## src/rtl/scsi_hs_pkg.sv

```systemverilog
package scsi_hs_pkg;

    localparam int BYTE_W = 8;
    localparam int BUS_W  = BYTE_W + 1;

    typedef enum logic [2:0] {
        ST_IDLE,
        ST_W_LOAD,
        ST_W_SETUP,
        ST_W_ACKHI,
        ST_W_ACKLO,
        ST_R_ACKHI,
        ST_R_ACKLO,
        ST_FINISH
    } hs_state_e;

    typedef struct packed {
        logic              par;
        logic [BYTE_W-1:0] data;
    } bus_word_t;

    // Odd parity: total ones over data and parity bit is odd.
    function automatic bus_word_t make_word(input logic [BYTE_W-1:0] d);
        bus_word_t w;
        w.data = d;
        w.par  = ~(^d);
        return w;
    endfunction

    function automatic logic word_ok(input bus_word_t w);
        return ^w;
    endfunction

    // Active-low bus: pin level is the inverse of the logic value.
    function automatic logic [BUS_W-1:0] to_pins(input bus_word_t w);
        return ~w;
    endfunction

    function automatic bus_word_t from_pins(input logic [BUS_W-1:0] p);
        return bus_word_t'(~p);
    endfunction

endpackage

```

## src/rtl/hs_ack_sync.sv

```systemverilog
module hs_ack_sync #(
    parameter int   STAGES    = 2,
    parameter logic RESET_VAL = 1'b1
) (
    input  logic clk,
    input  logic rst,
    input  logic async_in,
    output logic sync_out
);
    logic [STAGES-1:0] chain_q;

    always_ff @(posedge clk) begin
        if (rst) begin
            chain_q <= {STAGES{RESET_VAL}};
        end else begin
            chain_q <= {chain_q[STAGES-2:0], async_in};
        end
    end

    assign sync_out = chain_q[STAGES-1];
endmodule

```

## src/rtl/hs_setup_timer.sv

```systemverilog
module hs_setup_timer #(
    parameter int DLY_W = 4
) (
    input  logic             clk,
    input  logic             rst,
    input  logic             load,
    input  logic [DLY_W-1:0] setup_clks,
    output logic             expired
);
    logic [DLY_W-1:0] cnt_q;

    always_ff @(posedge clk) begin
        if (rst) begin
            cnt_q <= '0;
        end else if (load) begin
            cnt_q <= setup_clks;
        end else if (cnt_q > DLY_W'(1)) begin
            cnt_q <= cnt_q - DLY_W'(1);
        end
    end

    // Last cycle of the setup window (a value of 0 behaves as 1).
    assign expired = (cnt_q <= DLY_W'(1));
endmodule

```

## src/rtl/hs_sequencer.sv

```systemverilog
module hs_sequencer
    import scsi_hs_pkg::*;
#(
    parameter int CNT_W = 16
) (
    input  logic              clk,
    input  logic              rst,
    input  logic              start,
    input  logic              xfer_write,
    input  logic [CNT_W-1:0]  xfer_count,
    input  logic              ack_hi,
    input  logic [BYTE_W-1:0] wr_data,
    input  logic              wr_valid,
    output logic              wr_ready,
    input  logic [BUS_W-1:0]  db_in_n,
    input  logic              timer_expired,
    output logic              timer_load,
    output logic              drive_en,
    output logic [BUS_W-1:0]  db_out_n,
    output logic              req_n,
    output logic [BYTE_W-1:0] rd_data,
    output logic              rd_par_ok,
    output logic              rd_valid,
    output logic              busy,
    output logic              done,
    output logic              par_err
);
    hs_state_e        state_q;
    logic [CNT_W-1:0] remain_q;
    bus_word_t        rx_word;
    logic             rx_ok;
    logic             last_byte;
    logic             wr_start_ok;
    logic             rd_start_ok;

    assign rx_word     = from_pins(db_in_n);
    assign rx_ok       = word_ok(rx_word);
    assign last_byte   = (remain_q == CNT_W'(1));
    assign wr_start_ok = xfer_write && (xfer_count != '0) && !xfer_count[0];
    assign rd_start_ok = !xfer_write && (xfer_count != '0);

    always_ff @(posedge clk) begin
        if (rst) begin
            state_q   <= ST_IDLE;
            remain_q  <= '0;
            drive_en  <= 1'b0;
            db_out_n  <= '1;
            rd_data   <= '0;
            rd_par_ok <= 1'b0;
            rd_valid  <= 1'b0;
            par_err   <= 1'b0;
        end else begin
            rd_valid <= 1'b0;
            case (state_q)
                ST_IDLE: begin
                    if (start && wr_start_ok) begin
                        state_q  <= ST_W_LOAD;
                        remain_q <= xfer_count;
                        par_err  <= 1'b0;
                    end else if (start && rd_start_ok) begin
                        state_q  <= ST_R_ACKHI;
                        remain_q <= xfer_count;
                        par_err  <= 1'b0;
                    end
                end
                ST_W_LOAD: begin
                    if (wr_valid) begin
                        db_out_n <= to_pins(make_word(wr_data));
                        drive_en <= 1'b1;
                        state_q  <= ST_W_SETUP;
                    end
                end
                ST_W_SETUP: begin
                    if (timer_expired) state_q <= ST_W_ACKHI;
                end
                ST_W_ACKHI: begin
                    if (ack_hi) state_q <= ST_W_ACKLO;
                end
                ST_W_ACKLO: begin
                    if (!ack_hi) begin
                        remain_q <= remain_q - CNT_W'(1);
                        if (last_byte) begin
                            state_q  <= ST_FINISH;
                            drive_en <= 1'b0;
                            db_out_n <= '1;
                        end else begin
                            state_q <= ST_W_LOAD;
                        end
                    end
                end
                ST_R_ACKHI: begin
                    if (ack_hi) state_q <= ST_R_ACKLO;
                end
                ST_R_ACKLO: begin
                    if (!ack_hi) begin
                        rd_data   <= rx_word.data;
                        rd_par_ok <= rx_ok;
                        rd_valid  <= 1'b1;
                        if (!rx_ok) par_err <= 1'b1;
                        remain_q  <= remain_q - CNT_W'(1);
                        state_q   <= last_byte ? ST_FINISH : ST_R_ACKHI;
                    end
                end
                ST_FINISH: state_q <= ST_IDLE;
                default:   state_q <= ST_IDLE;
            endcase
        end
    end

    assign req_n      = !((state_q == ST_W_ACKLO) || (state_q == ST_R_ACKLO));
    assign wr_ready   = (state_q == ST_W_LOAD);
    assign timer_load = wr_ready && wr_valid;
    assign busy       = (state_q != ST_IDLE);
    assign done       = (state_q == ST_FINISH);

    // the error flag only rises together with a bad-parity delivery
    a_r8_err_source: assert property (@(posedge clk) disable iff (rst)
        $rose(par_err) |-> (rd_valid && !rd_par_ok));

    // done is a single-cycle pulse
    a_r10_done_pulse: assert property (@(posedge clk) disable iff (rst)
        done |=> !done);
endmodule

```

## src/rtl/scsi_async_xfer.sv

```systemverilog
module scsi_async_xfer
    import scsi_hs_pkg::*;
#(
    parameter int CNT_W       = 16,
    parameter int DLY_W       = 4,
    parameter int SYNC_STAGES = 2
) (
    input  logic              clk,
    input  logic              rst,
    input  logic              start,
    input  logic              xfer_write,
    input  logic [CNT_W-1:0]  xfer_count,
    input  logic [DLY_W-1:0]  setup_clks,
    input  logic [7:0]        wr_data,
    input  logic              wr_valid,
    output logic              wr_ready,
    output logic [7:0]        rd_data,
    output logic              rd_par_ok,
    output logic              rd_valid,
    output logic              busy,
    output logic              done,
    output logic              par_err,
    input  logic              ack_n,
    input  logic [8:0]        db_in_n,
    output logic [8:0]        db_out_n,
    output logic [8:0]        db_oe,
    output logic              buf_dir_out,
    output logic              req_n
);
    logic ack_hi;
    logic timer_load;
    logic timer_expired;
    logic drive_en;

    hs_ack_sync #(.STAGES(SYNC_STAGES), .RESET_VAL(1'b1)) u_ack_sync (
        .clk      (clk),
        .rst      (rst),
        .async_in (ack_n),
        .sync_out (ack_hi)
    );

    hs_setup_timer #(.DLY_W(DLY_W)) u_timer (
        .clk        (clk),
        .rst        (rst),
        .load       (timer_load),
        .setup_clks (setup_clks),
        .expired    (timer_expired)
    );

    hs_sequencer #(.CNT_W(CNT_W)) u_seq (
        .clk           (clk),
        .rst           (rst),
        .start         (start),
        .xfer_write    (xfer_write),
        .xfer_count    (xfer_count),
        .ack_hi        (ack_hi),
        .wr_data       (wr_data),
        .wr_valid      (wr_valid),
        .wr_ready      (wr_ready),
        .db_in_n       (db_in_n),
        .timer_expired (timer_expired),
        .timer_load    (timer_load),
        .drive_en      (drive_en),
        .db_out_n      (db_out_n),
        .req_n         (req_n),
        .rd_data       (rd_data),
        .rd_par_ok     (rd_par_ok),
        .rd_valid      (rd_valid),
        .busy          (busy),
        .done          (done),
        .par_err       (par_err)
    );

    assign db_oe       = {BUS_W{drive_en}};
    assign buf_dir_out = drive_en;

    // Setup-time monitor: clocks the driven bus value has been stable.
    logic [DLY_W:0]     since_q;
    logic [BUS_W-1:0]   prev_db_q;
    logic [DLY_W:0]     eff_setup;

    assign eff_setup = (setup_clks == '0) ? (DLY_W+1)'(1) : {1'b0, setup_clks};

    always_ff @(posedge clk) begin
        if (rst) begin
            since_q   <= '0;
            prev_db_q <= '1;
        end else begin
            prev_db_q <= db_out_n;
            if (db_out_n != prev_db_q) since_q <= (DLY_W+1)'(1);
            else if (since_q != '1)    since_q <= since_q + (DLY_W+1)'(1);
        end
    end

    // REQ never asserts before the data has been stable for the setup time
    a_r5_setup_time: assert property (@(posedge clk) disable iff (rst)
        ($fell(req_n) && drive_en) |-> (since_q >= eff_setup));

    // REQ asserts only after ACK was seen inactive
    a_r6_ack_order: assert property (@(posedge clk) disable iff (rst)
        $fell(req_n) |-> $past(ack_hi));

    // driving starts with REQ inactive
    a_r4_drive_req_idle: assert property (@(posedge clk) disable iff (rst)
        $rose(buf_dir_out) |-> req_n);

    // in a read, REQ release coincides with a delivered byte
    a_r7_read_capture: assert property (@(posedge clk) disable iff (rst)
        ($rose(req_n) && !$past(buf_dir_out)) |-> rd_valid);

    // bus released and REQ idle during done
    a_r10_done_release: assert property (@(posedge clk) disable iff (rst)
        done |-> (req_n && (db_oe == '0)));
endmodule

```

## config.mk

```make
export PLATFORM = sky130hd
export DESIGN_NAME = scsi_async_xfer
export DESIGN_NICKNAME = d
export VERILOG_FILES = /design/src/rtl/scsi_hs_pkg.sv /design/src/rtl/hs_ack_sync.sv /design/src/rtl/hs_setup_timer.sv /design/src/rtl/hs_sequencer.sv /design/src/rtl/scsi_async_xfer.sv
export SDC_FILE = /design/constraint.sdc
export NUM_CORES = 1
export LEC_CHECK = 0
export BUFFER_PORTS_ARGS = -buffer_cell sky130_fd_sc_hd__buf_2
export CAP_MARGIN = 20
export CORE_MARGIN = 10
export CORE_UTILIZATION = 50
export DETAILED_ROUTE_END_ITERATION = 16
export PLACE_DENSITY = 0.78
export SYNTH_ARGS = -nofsm -noshare
export SYNTH_HDL_FRONTEND = slang
export SYNTH_SLANG_ARGS = --single-unit
```

## constraint.sdc

```tcl
create_clock -name clk -period 4.3 [get_ports clk]
set_input_delay 0.215 -clock clk [delete_from_list [all_inputs] [get_ports clk]]
set_output_delay 0.215 -clock clk [all_outputs]
set_load 0.05 [all_outputs]
```

* Yosys cells after proc, flatten, opt, wreduce, memory -nomap -nowiden
Index checks and enable logic that the tools add are counted.
** Storage, ports and cells
- Bits in registers :: 46
- Input port bits :: 43
- Output and inout bits :: 34
- Logic and storage cells :: 94
** Cells by class
- Add/subtract/negate cells :: 2
- Order comparisons :: 2
- Eq/ne operators :: 18
- Muxes and demuxes :: 31
- Bitwise gates (word level) :: 5
- Reductions and logical operators :: 26
** Operators with widths (number)
- two-way mux 16 bit :: 3
- one-hot mux 16 bit (2 select lines) :: 1
- two-way mux 3 bit :: 9
- two-way mux 9 bit :: 3
- one-hot mux 3 bit (8 select lines) :: 1
- NOT 9 bit :: 2
- one-hot mux 9 bit (2 select lines) :: 1
- equality test 16 x 1 -> 1 bit (second input constant) :: 1
- inequality test 2 bit (second input constant) :: 8
- nonzero test 16 bit :: 1
- subtractor 16 x 1 -> 16 bit (second input constant) :: 1
- equality test 3 bit (second input constant) :: 4
- parity 9 bit :: 1
- two-way mux 1 bit :: 8
- two-way mux 4 bit :: 2
- AND reduction 4 bit :: 2
- nonzero test 2 bit :: 4
- parity 8 bit :: 1
- AND reduction 7 bit :: 1
- equality test 3 x 2 -> 1 bit (second input constant) :: 2
- logical AND 1 bit :: 6
- greater-than comparator 4 x 1 -> 1 bit (second input constant) :: 1
- less-or-equal comparator 4 x 1 -> 1 bit (second input constant) :: 1
- one-hot mux 1 bit (2 select lines) :: 2
- other kinds (13) :: 18

* Logic depth before layout (Yosys ltp)
Gate-level depths: netlist of the first run.
- Depth in word-level cells :: 6
- Mapped depth :: 10
- Mapped depth without buffers :: 7

* Cells and area by module
A second synthesis of the first run with hierarchy kept.
** Second synthesis, totals
- Cell total of the unflattened synthesis :: 327
- Area, all modules :: 2618.8 sq um
** Modules (own cells, without submodules)
- hs_sequencer :: times used 1, cells each 285, area an instance 2247.2 sq um, sequential area each 800.8 sq um
- hs_setup_timer :: times used 1, cells each 29, area an instance 251.5 sq um, sequential area each 80.1 sq um
- scsi_async_xfer :: times used 1, cells each 9, area an instance 67.6 sq um, sequential area each 0.0 sq um
- hs_ack_sync :: times used 1, cells each 4, area an instance 52.6 sq um, sequential area each 40.0 sq um

* Worst setup path before layout of the first run
OpenSTA, ideal clock, no wires.
- Kind :: register to register
- Start point :: register u_seq.state_q[0]
- End point :: register u_seq.remain_q[12]
- Library setup time :: 0.132 ns
- Arrival :: 1.725 ns
- Data required time :: 4.168 ns
- Slack :: 2.443 ns
- Cell stages (with the launch flop) :: 7
- Path buffers :: 2
- Clock period less this slack :: 1.857 ns
- Path through :: dfxtp_1 -> or3_1 -> buf_2 -> o32a_4 -> buf_6 -> a21oi_1 -> o32ai_2
** On the way
- Longest elaborated chain between the ends :: 4
- Elaborated cells on any way between the ends :: 9
- Those cells by class :: 4 x eq/ne; 1 x mux; 4 x reduce/logical
** RTL lines
- start, declared :: line hs_sequencer.sv:28 : hs_state_e state_q;
- start signal, assigned :: line hs_sequencer.sv:101 : state_q <= last_byte ? ST_FINISH : ST_R_ACKHI;
- equality test 3 bit :: line hs_sequencer.sv:54 : case (state_q)
- OR reduction 2 bit (no source line)
- inequality test 2 bit (no source line) / nonzero test 2 bit (equally long branches)
- AND reduction 3 bit (no source line)
- end signal, assigned :: line hs_sequencer.sv:58 : remain_q <= xfer_count;
- end signal, assigned :: line hs_sequencer.sv:62 : remain_q <= xfer_count;
- end signal, assigned :: line hs_sequencer.sv:81 : remain_q <= remain_q - CNT_W'(1);
- end, declared :: line hs_sequencer.sv:29 : logic [CNT_W-1:0] remain_q;
Several ways; a longest one is shown, not always the timed one.
A chain may end at the register's enable or synchronous reset.

* Worst setup path after layout of the first run
- Start point :: register u_seq.state_q[2]
- End point :: register u_seq.remain_q[0]
Same word-level chain as after synthesis.

==> Implementation_results.wiki, run 1 <==
{| class="wikitable"
! Metric !! Value
|-
| Height of the chip || 92.5 um
|-
| Antenna cell count || 0
|-
| Count of buffers inserted at the top-level ports || 76
|-
| Switching portion of total power || 0.452
|-
| Classification of the worst setup path || reg2reg
|-
| Global route overflow || 0
|-
| Layout overhead on the synthesized area || 15.9%
|-
| Mapped Area || 2630 sq um
|-
| Layout cell share with drive strength beyond 1 || 0.261
|-
| Max-slew headroom || 0.403
|-
| Count of flip-flops with a built-in enable after synthesis || 0
|-
| Routed vias/inst || between 5 and 6
|-
| Number of library cell types mapped by synthesis || 52
|-
| Worst setup EP type || flip-flop
|-
| Leak pwr || 1.25 nW
|-
| Final critical path time including I/O delays and setup || 2510 ps
|-
| Most frequent standard cell in the layout excluding fill and tap cells || sky130_fd_sc_hd__buf_2
|-
| Setup crit start kind || flip-flop
|-
| Transition time at the pin with the least slew margin || around 900 ps
|-
| Clock share of power || 0.177
|-
| Syn avg cell area || roughly 8.1 sq um
|-
| Source-to-sink clock delay at the later pin of the worst-skew pair || 310 ps
|-
| Die boundary width || slightly above 90 um
|-
| Number of gates resized after CTS || 0
|-
| Setup violations, final || 0
|-
| Total via count in the routed design || 2,459
|-
| Fmax || 399 MHz
|-
| DRC violations left || 0
|-
| Family of cells with the greatest summed delay on the critical path || compound AO/OA/AOI/OAI gates
|-
| Post-Synthesis Cells || 325
|-
| Overall die area || approximately 8600 sq um
|-
| Power share of the combinational group || 0.505
|-
| Initial antenna violation count || 0
|-
| Status || complete, no violations
|-
| Minimum setup slack among reg-to-reg paths || 1790 ps
|-
| Maximum level of the CTS H-tree || 2
|-
| Maximum count of clock buffers along a single path || 2
|-
| Pin count of the biggest net entering global routing || 50
|-
| Number of maximum-capacitance violations || 0
|-
| Maximum clock skew at final layout || 4.80 ps
|-
| Total track usage || 0.152
|-
| Count of standard-cell rows || 26
|-
| Sequential element share of the synthesized area || 0.350
|-
| CTS buffer count || 5
|-
| Largest fanout of any net on the critical path || 34
|-
| Delay of the slowest cell on the worst path || 530 ps
|-
| Number of primary I/O pins || 77
|-
| TritonCTS clock tree || done
|-
| Number of synthesis warnings || 0
|-
| Setup repair after global routing missed its margin || false
|-
| Share of async-settable or async-resettable flops after synthesis || 0
|-
| Vias in the first global route || ~2,400
|-
| Post-Synthesis Net Count || 372
|-
| Worst endpoint required time || 4510 ps
|-
| Share of the clock period used by the worst path || 0.583
|-
| Highest-count cells in the layout ignoring fill and taps || 76 x sky130_fd_sc_hd__buf_2, 46 x sky130_fd_sc_hd__dfxtp_1, 41 x sky130_fd_sc_hd__nand2_1, 31 x sky130_fd_sc_hd__a21oi_1, 26 x sky130_fd_sc_hd__nor2_1
|-
| Flip-flop and latch count after synthesis || 46
|-
| Relative contribution of sequential cells to total power || 0.318
|-
| Placed cells || 441
|-
| Switch Pwr || about 0.00084 W
|-
| Arrival time of data at the critical path endpoint || ~2700 ps
|-
| Post-route non-filler standard cell count || between 400 and 500
|-
| DP HPWL || 4840 um
|-
| Crit path buffers/inverters || 2
|-
| Path type of the worst min-delay path || in2reg
|-
| Power density over the cells || approximately 610 nW/um^2
|-
| Antenna Violating Nets Remaining || 0
|-
| Gp weighted congestion || 0.872
|-
| Nets || roughly 430
|-
| Final Hold Fails || 0
|-
| Clock slew at reported path FFs || 90 ps
|-
| Hold Buf Count CTS || 0
|-
| Core ar. || 5110 sq um
|-
| Total wire length after detailed routing || 6570 um
|-
| Routed wire per std cell || 14.6 um
|-
| Max-slew violation total from the final report || 0
|-
| Count of buffers added by post-CTS timing repair for setup || 0
|-
| Initial standard-cell utilization of the core || 0.514
|-
| Crit path max-delay cell type || sky130_fd_sc_hd__dfxtp_1
|-
| First-iteration detailed-routing DRC count || 130
|-
| Sequence of cells on the critical path || and2b_1, inv_1, buf_16, o32ai_4, o21ai_1, a221oi_1
|-
| Flip-flop cell with the highest count after synthesis || sky130_fd_sc_hd__dfxtp_1
|-
| Setup_tns || 0 ps
|-
| CTS root buf || sky130_fd_sc_hd__clkbuf_8
|-
| Length of the first detailed-routing pass in iterations || 4
|-
| CTS sink cnt || 46
|-
| Global-route wire length before repair || 10,900 um
|-
| Peak supply drop || 0.000371 V
|-
| Internal Power || 0.00102 W
|}
per-stage QoR:
stage	setup slack (ps)	instance area [sq um]	total power [W]	utilization	hold WS, ps
final	1790	3050	0.00186	0.596	86.2
after global routing	1550	3050	0.00199	0.596	78.4
after CTS	1460	3020	0.00184	0.591	80.1
after detailed placement	1490	2910	0.00151	0.569	400
after global placement	1570	2910	0.00150	0.569	398
after floorplan	2440	2630	0.00138	-	311
layer usage:
layer | part of all wire | vias to the layer above | wire length [um] | track usage
li1 | - | 1261 | - | -
met1 | 0.43 | 1127 | 2820 | 0.177
met2 | 0.49 | 65 | 3210 | 0.252
met3 | 0.073 | 6 | 479 | 0.0589
met4 | 0.0096 | 0 | 63 | 0.0411
met5 | 0 | - | 0 | 0
cells by family (layout without fill, tap and decap cells):
group / Yosys count / count (layout) / synth area share
DFF: 46 / 46 / 0.350
adders and majority gates: 4 / 4 / 0.0190
and+or+nand+nor: 121 / 121 / 0.235
buffers and inverters: 38 / 93 / 0.0838
AOI/OAI and AO/OA: 98 / 98 / 0.245
xor gates and xnor gates: 16 / 16 / 0.0586
muxes: 2 / 2 / 0.00810
cells in the mapped netlist (2+ instances only):
cell | count | area [sq um]
sky130_fd_sc_hd__and4_1 | 2 | 17.5
sky130_fd_sc_hd__nand2_1 | 41 | 154
sky130_fd_sc_hd__nor2_1 | 26 | 97.6
sky130_fd_sc_hd__nand2b_1 | 4 | 25.0
sky130_fd_sc_hd__xnor2_1 | 12 | 105
sky130_fd_sc_hd__or3_1 | 2 | 12.5
sky130_fd_sc_hd__a31oi_1 | 12 | 75.1
sky130_fd_sc_hd__buf_6 | 3 | 33.8
sky130_fd_sc_hd__xor2_1 | 3 | 26.3
sky130_fd_sc_hd__buf_2 | 5 | 25.0
sky130_fd_sc_hd__nand3_1 | 3 | 15.0
sky130_fd_sc_hd__a21o_1 | 3 | 22.5
sky130_fd_sc_hd__nor4_1 | 7 | 43.8
sky130_fd_sc_hd__a22o_1 | 3 | 26.3
sky130_fd_sc_hd__o21a_1 | 2 | 15.0
sky130_fd_sc_hd__nor3_1 | 18 | 90.1
sky130_fd_sc_hd__dfxtp_1 | 46 | 921
sky130_fd_sc_hd__or2_2 | 4 | 25.0
sky130_fd_sc_hd__o22ai_1 | 2 | 12.5
sky130_fd_sc_hd__o31ai_1 | 3 | 22.5
sky130_fd_sc_hd__nor2b_1 | 2 | 12.5
sky130_fd_sc_hd__a21oi_1 | 31 | 155
sky130_fd_sc_hd__clkbuf_1 | 9 | 33.8
sky130_fd_sc_hd__a211oi_1 | 9 | 67.6
sky130_fd_sc_hd__inv_1 | 8 | 30.0
sky130_fd_sc_hd__buf_4 | 13 | 97.6
sky130_fd_sc_hd__ha_1 | 4 | 50.1
sky130_fd_sc_hd__or4_4 | 3 | 33.8
sky130_fd_sc_hd__o21ai_0 | 21 | 105
sky130_fd_sc_hd__o211ai_1 | 2 | 15.0
state kept, by name (all words and copies together) (netlist names):
name,cells
u_seq.db_out_n,9
u_timer.cnt_q,4
u_ack_sync.chain_q,2
u_seq.rd_valid,1
u_seq.par_err,1
u_seq.rd_data,8
u_seq.rd_par_ok,1
u_seq.drive_en,1
u_seq.remain_q,16
u_seq.state_q,3
final cells by class:
| cell class | count | area [sq um] |
|---|---|---|
| Tap cell | 70 | 87.6 |
| Inverter | 8 | 30.0 |
| Timing Repair Buffer | 77 | 408 |
| Clock inverter | 3 | 43.8 |
| Sequential cell | 46 | 921 |
| Multi-Input combinational cell | 241 | 1490 |
| Clock buffer | 5 | 68.8 |
| Fill cell | 488 | 2060 |
final timing paths:
kind                                       startpoint                    end  depth (start not counted)
worst min-delay path                            ack_n  u_ack_sync.chain_q[0]                          2
worst min register to register  u_ack_sync.chain_q[0]  u_ack_sync.chain_q[1]                          1
worst max-delay path                 u_seq.state_q[2]      u_seq.remain_q[0]                          6
worst max register to register       u_seq.state_q[2]      u_seq.remain_q[0]                          6
power groups by stage:
stage / Clock, W / Combinational, W / Sequential (W)
CTS: 0.000334 / 0.000920 / 0.000589
global placement: 0 / 0.000901 / 0.000594
detailed placement: 0 / 0.000914 / 0.000596
global route: 0.000355 / 0.00103 / 0.000603
finish: 0.000328 / 0.000937 / 0.000590
floorplan: 0 / 0.000765 / 0.000614
No activity file was read; power rests on OpenSTA's default activity.
==> run 2: changes to the inputs <==
--- a/config.mk
+++ b/config.mk
@@ -5,12 +5,13 @@
 export SDC_FILE = /design/constraint.sdc
 export NUM_CORES = 1
 export LEC_CHECK = 0
+export ABC_AREA = 1
 export BUFFER_PORTS_ARGS = -buffer_cell sky130_fd_sc_hd__buf_2
 export CAP_MARGIN = 20
 export CORE_MARGIN = 10
 export CORE_UTILIZATION = 50
 export DETAILED_ROUTE_END_ITERATION = 16
-export PLACE_DENSITY = 0.78
+export PLACE_DENSITY = 0.76
 export SYNTH_ARGS = -nofsm -noshare
 export SYNTH_HDL_FRONTEND = slang
 export SYNTH_SLANG_ARGS = --single-unit
==> constraint.sdc (replaced) <==
create_clock -name clk -period 2.5 [get_ports clk]
set_input_delay 0.125 -clock clk [delete_from_list [all_inputs] [get_ports clk]]
set_output_delay 0.125 -clock clk [all_outputs]
set_load 0.05 [all_outputs]
==> Implementation_results.wiki, run 2 <==
{| class="wikitable"
! Metric !! Value
|-
| Count of buffers inserted at the top-level ports || 76
|-
| Routed wire per std cell || 12.0 um
|-
| Status || complete, no violations
|-
| Final critical path time including I/O delays and setup || 1780 ps
|-
| Count of buffers added by post-CTS timing repair for setup || 0
|-
| Number of gates resized after CTS || 0
|-
| Vias in the first global route || about 2,800
|-
| CTS sink cnt || 46
|-
| Initial standard-cell utilization of the core || 0.518
|-
| Hold Buf Count CTS || 1
|-
| Arrival time of data at the critical path endpoint || between 1500 and 2000 ps
|-
| Setup crit start kind || flip-flop
|-
| Flip-flop and latch count after synthesis || 46
|-
| Crit path max-delay cell type || sky130_fd_sc_hd__dfxtp_1
|-
| DRC violations left || 0
|-
| Max-slew headroom || 0.721
|-
| Largest fanout of any net on the critical path || 11
|-
| Beginning of the worst hold path || db_in_n[2]
|-
| Final Hold Slack || between 9 and 10 ps
|-
| Share of the clock period used by the worst path || 0.711
|-
| Number of maximum-capacitance violations || 0
|-
| DP HPWL || 5450 um
|-
| Setup repair after global routing missed its margin || false
|-
| Count of standard-cell rows || 27
|-
| Area share of the leading cell type in the synthesized netlist || 0.321
|-
| Most numerous cell types in the synthesized netlist || 126 x sky130_fd_sc_hd__nand2_1, 78 x sky130_fd_sc_hd__nor2_1, 46 x sky130_fd_sc_hd__dfxtp_1
|-
| CTS buffer count || 5
|-
| Share of async-settable or async-resettable flops after synthesis || 0
|-
| Leading area contributor after synthesis || sky130_fd_sc_hd__dfxtp_1
|-
| Largest reg by FF count || u_seq.remain_q
|-
| Largest cells by area after synthesis || sky130_fd_sc_hd__dfxtp_1 32%, sky130_fd_sc_hd__nand2_1 16%, sky130_fd_sc_hd__nor2_1 10%
|-
| Clock slew at reported path FFs || approximately 80 ps
|-
| Antenna cell count || 0
|-
| Timing startpoint of the critical path || u_seq.state_q[1]
|-
| Classification of the worst setup path || reg2out
|-
| Die boundary width || 95.8 um
|-
| Highest-count cells in the layout ignoring fill and taps || 126 x sky130_fd_sc_hd__nand2_1, 78 x sky130_fd_sc_hd__nor2_1, 76 x sky130_fd_sc_hd__buf_2, 46 x sky130_fd_sc_hd__dfxtp_1, 43 x sky130_fd_sc_hd__inv_1
|-
| Power density over the cells || around 1100 nW/um^2
|-
| Worst setup EP type || primary output
|-
| Maximum level of the CTS H-tree || 2
|-
| Global route overflow || 0
|-
| Count of flip-flops with a built-in enable after synthesis || 0
|-
| Number of synthesis warnings || 0
|-
| CTS root buf || sky130_fd_sc_hd__clkbuf_8
|-
| First-iteration detailed-routing DRC count || around 130
|-
| R2r startpoint || u_timer.cnt_q[1]
|-
| Largest registers || u_seq.remain_q (16), u_seq.db_out_n (9), u_seq.rd_data (8)
|-
| Layout cell share with drive strength beyond 1 || 0.203
|-
| Number of primary I/O pins || between 70 and 80
|-
| Nets || 563
|-
| Leak pwr || 1.72 nW
|-
| Overall die area || 9170 sq um
|-
| Dominant cell by count in the synthesized netlist || sky130_fd_sc_hd__nand2_1
|-
| Length of the first detailed-routing pass in iterations || 4
|-
| Layout overhead on the synthesized area || 16.2%
|-
| Total via count in the routed design || ~2,900
|-
| Gp weighted congestion || 0.854
|-
| Flip-flop count of the largest register after layout || 16
|-
| Flip-flop cell with the highest count after synthesis || sky130_fd_sc_hd__dfxtp_1
|-
| Maximum count of clock buffers along a single path || 2
|-
| Peak supply drop || 0.000638 V
|-
| Routed vias/inst || 4.90
|-
| Syn avg cell area || 6.38 sq um
|-
| Total track usage || 0.154
|-
| Path type of the worst min-delay path || in2reg
|-
| Height of the chip || 95.8 um
|-
| Total wire length after detailed routing || 7070 um
|-
| Worst endpoint required time || about 2400 ps
|-
| Maximum clock skew at final layout || 14.0 ps
|-
| Max-slew violation total from the final report || 0
|-
| Sequence of cells on the critical path || nor2_1, nand2_1, inv_1, buf_2
|-
| Final Hold Fails || 0
|-
| Post-Synthesis Net Count || between 400 and 500
|-
| Delay of the slowest cell on the worst path || 380 ps
|-
| Sequential element share of the synthesized area || 0.321
|-
| Setup_tns || 0 ps
|-
| Number of library cell types mapped by synthesis || 34
|-
| Mapped Area || around 2900 sq um
|-
| Fmax || 563 MHz
|-
| Post-Synthesis Cells || 450
|-
| Pin count of the biggest net entering global routing || 27
|-
| TritonCTS clock tree || done
|-
| Global-route wire length before repair || 11,800 um
|-
| Source-to-sink clock delay at the later pin of the worst-skew pair || 300 ps
|-
| Transition time at the pin with the least slew margin || 416 ps
|-
| Setup violations, final || 0
|-
| Antenna Violating Nets Remaining || 0
|-
| Most frequent standard cell in the layout excluding fill and tap cells || sky130_fd_sc_hd__nand2_1
|-
| Initial antenna violation count || 0
|-
| Core ar. || approximately 5500 sq um
|}
-- run 2: area by class of cell --
| cell class | instances | area (sq um) |
|---|---|---|
| clock buffer | 6 | 82.6 |
| inverter | 46 | 173 |
| clock inverter | 1 | 30.0 |
| timing repair buffer | 79 | 405 |
| sequential | 46 | 921 |
| tap | 72 | 90.1 |
| fill | 562 | 2210 |
| multi-input combinational | 338 | 1630 |
-- run 2: worst paths after layout --
check	to	slack [ps]	cells past startpoint
hold reg to reg	u_ack_sync.chain_q[1]	410	1
setup / recovery	wr_ready	720	4
setup reg to reg	u_seq.state_q[1]	760	11
hold / removal	u_seq.rd_data[2]	10	2
-- run 2: layer usage --
layer	routed length (um)	track usage
met1	3220	0.184
met2	3300	0.261
met3	500	0.0514
met4	50	0.0393
met5	0	0
-- run 2: per-stage QoR --
step                total power, W  worst slack [ps]  cells  utilization  instance area, sq um
CTS                        0.00363               727    588        0.602                  3330
global placement           0.00302               787    580        0.580                  3210
detailed placement         0.00306               778    580        0.580                  3210
floorplan                  0.00275               960    450            -                  2870
global route               0.00399               508    588        0.602                  3330
finish                     0.00362               723    588        0.602                  3330
-- run 2: logic make-up after synthesis --
family,synth area share
muxes,0.00349
and+or+nand+nor,0.394
buffers and inverters,0.110
AOI/OAI and AO/OA,0.0963
adders and majority gates,0.0174
DFF,0.321
xor gates and xnor gates,0.0580
-- run 2: critical path, delay by kind of cell (launching register included) --
family                 cells  cell delay, ps
and+or+nand+nor            2             340
DFF                        1             380
buffers and inverters      2             630
-- run 2: power by group --
part           total [W]  internal (W)  switching (W)
clock           0.000571      0.000320       0.000251
combinational    0.00202      0.000619        0.00140
sequential       0.00103      0.000891       0.000139
total            0.00362       0.00183        0.00179
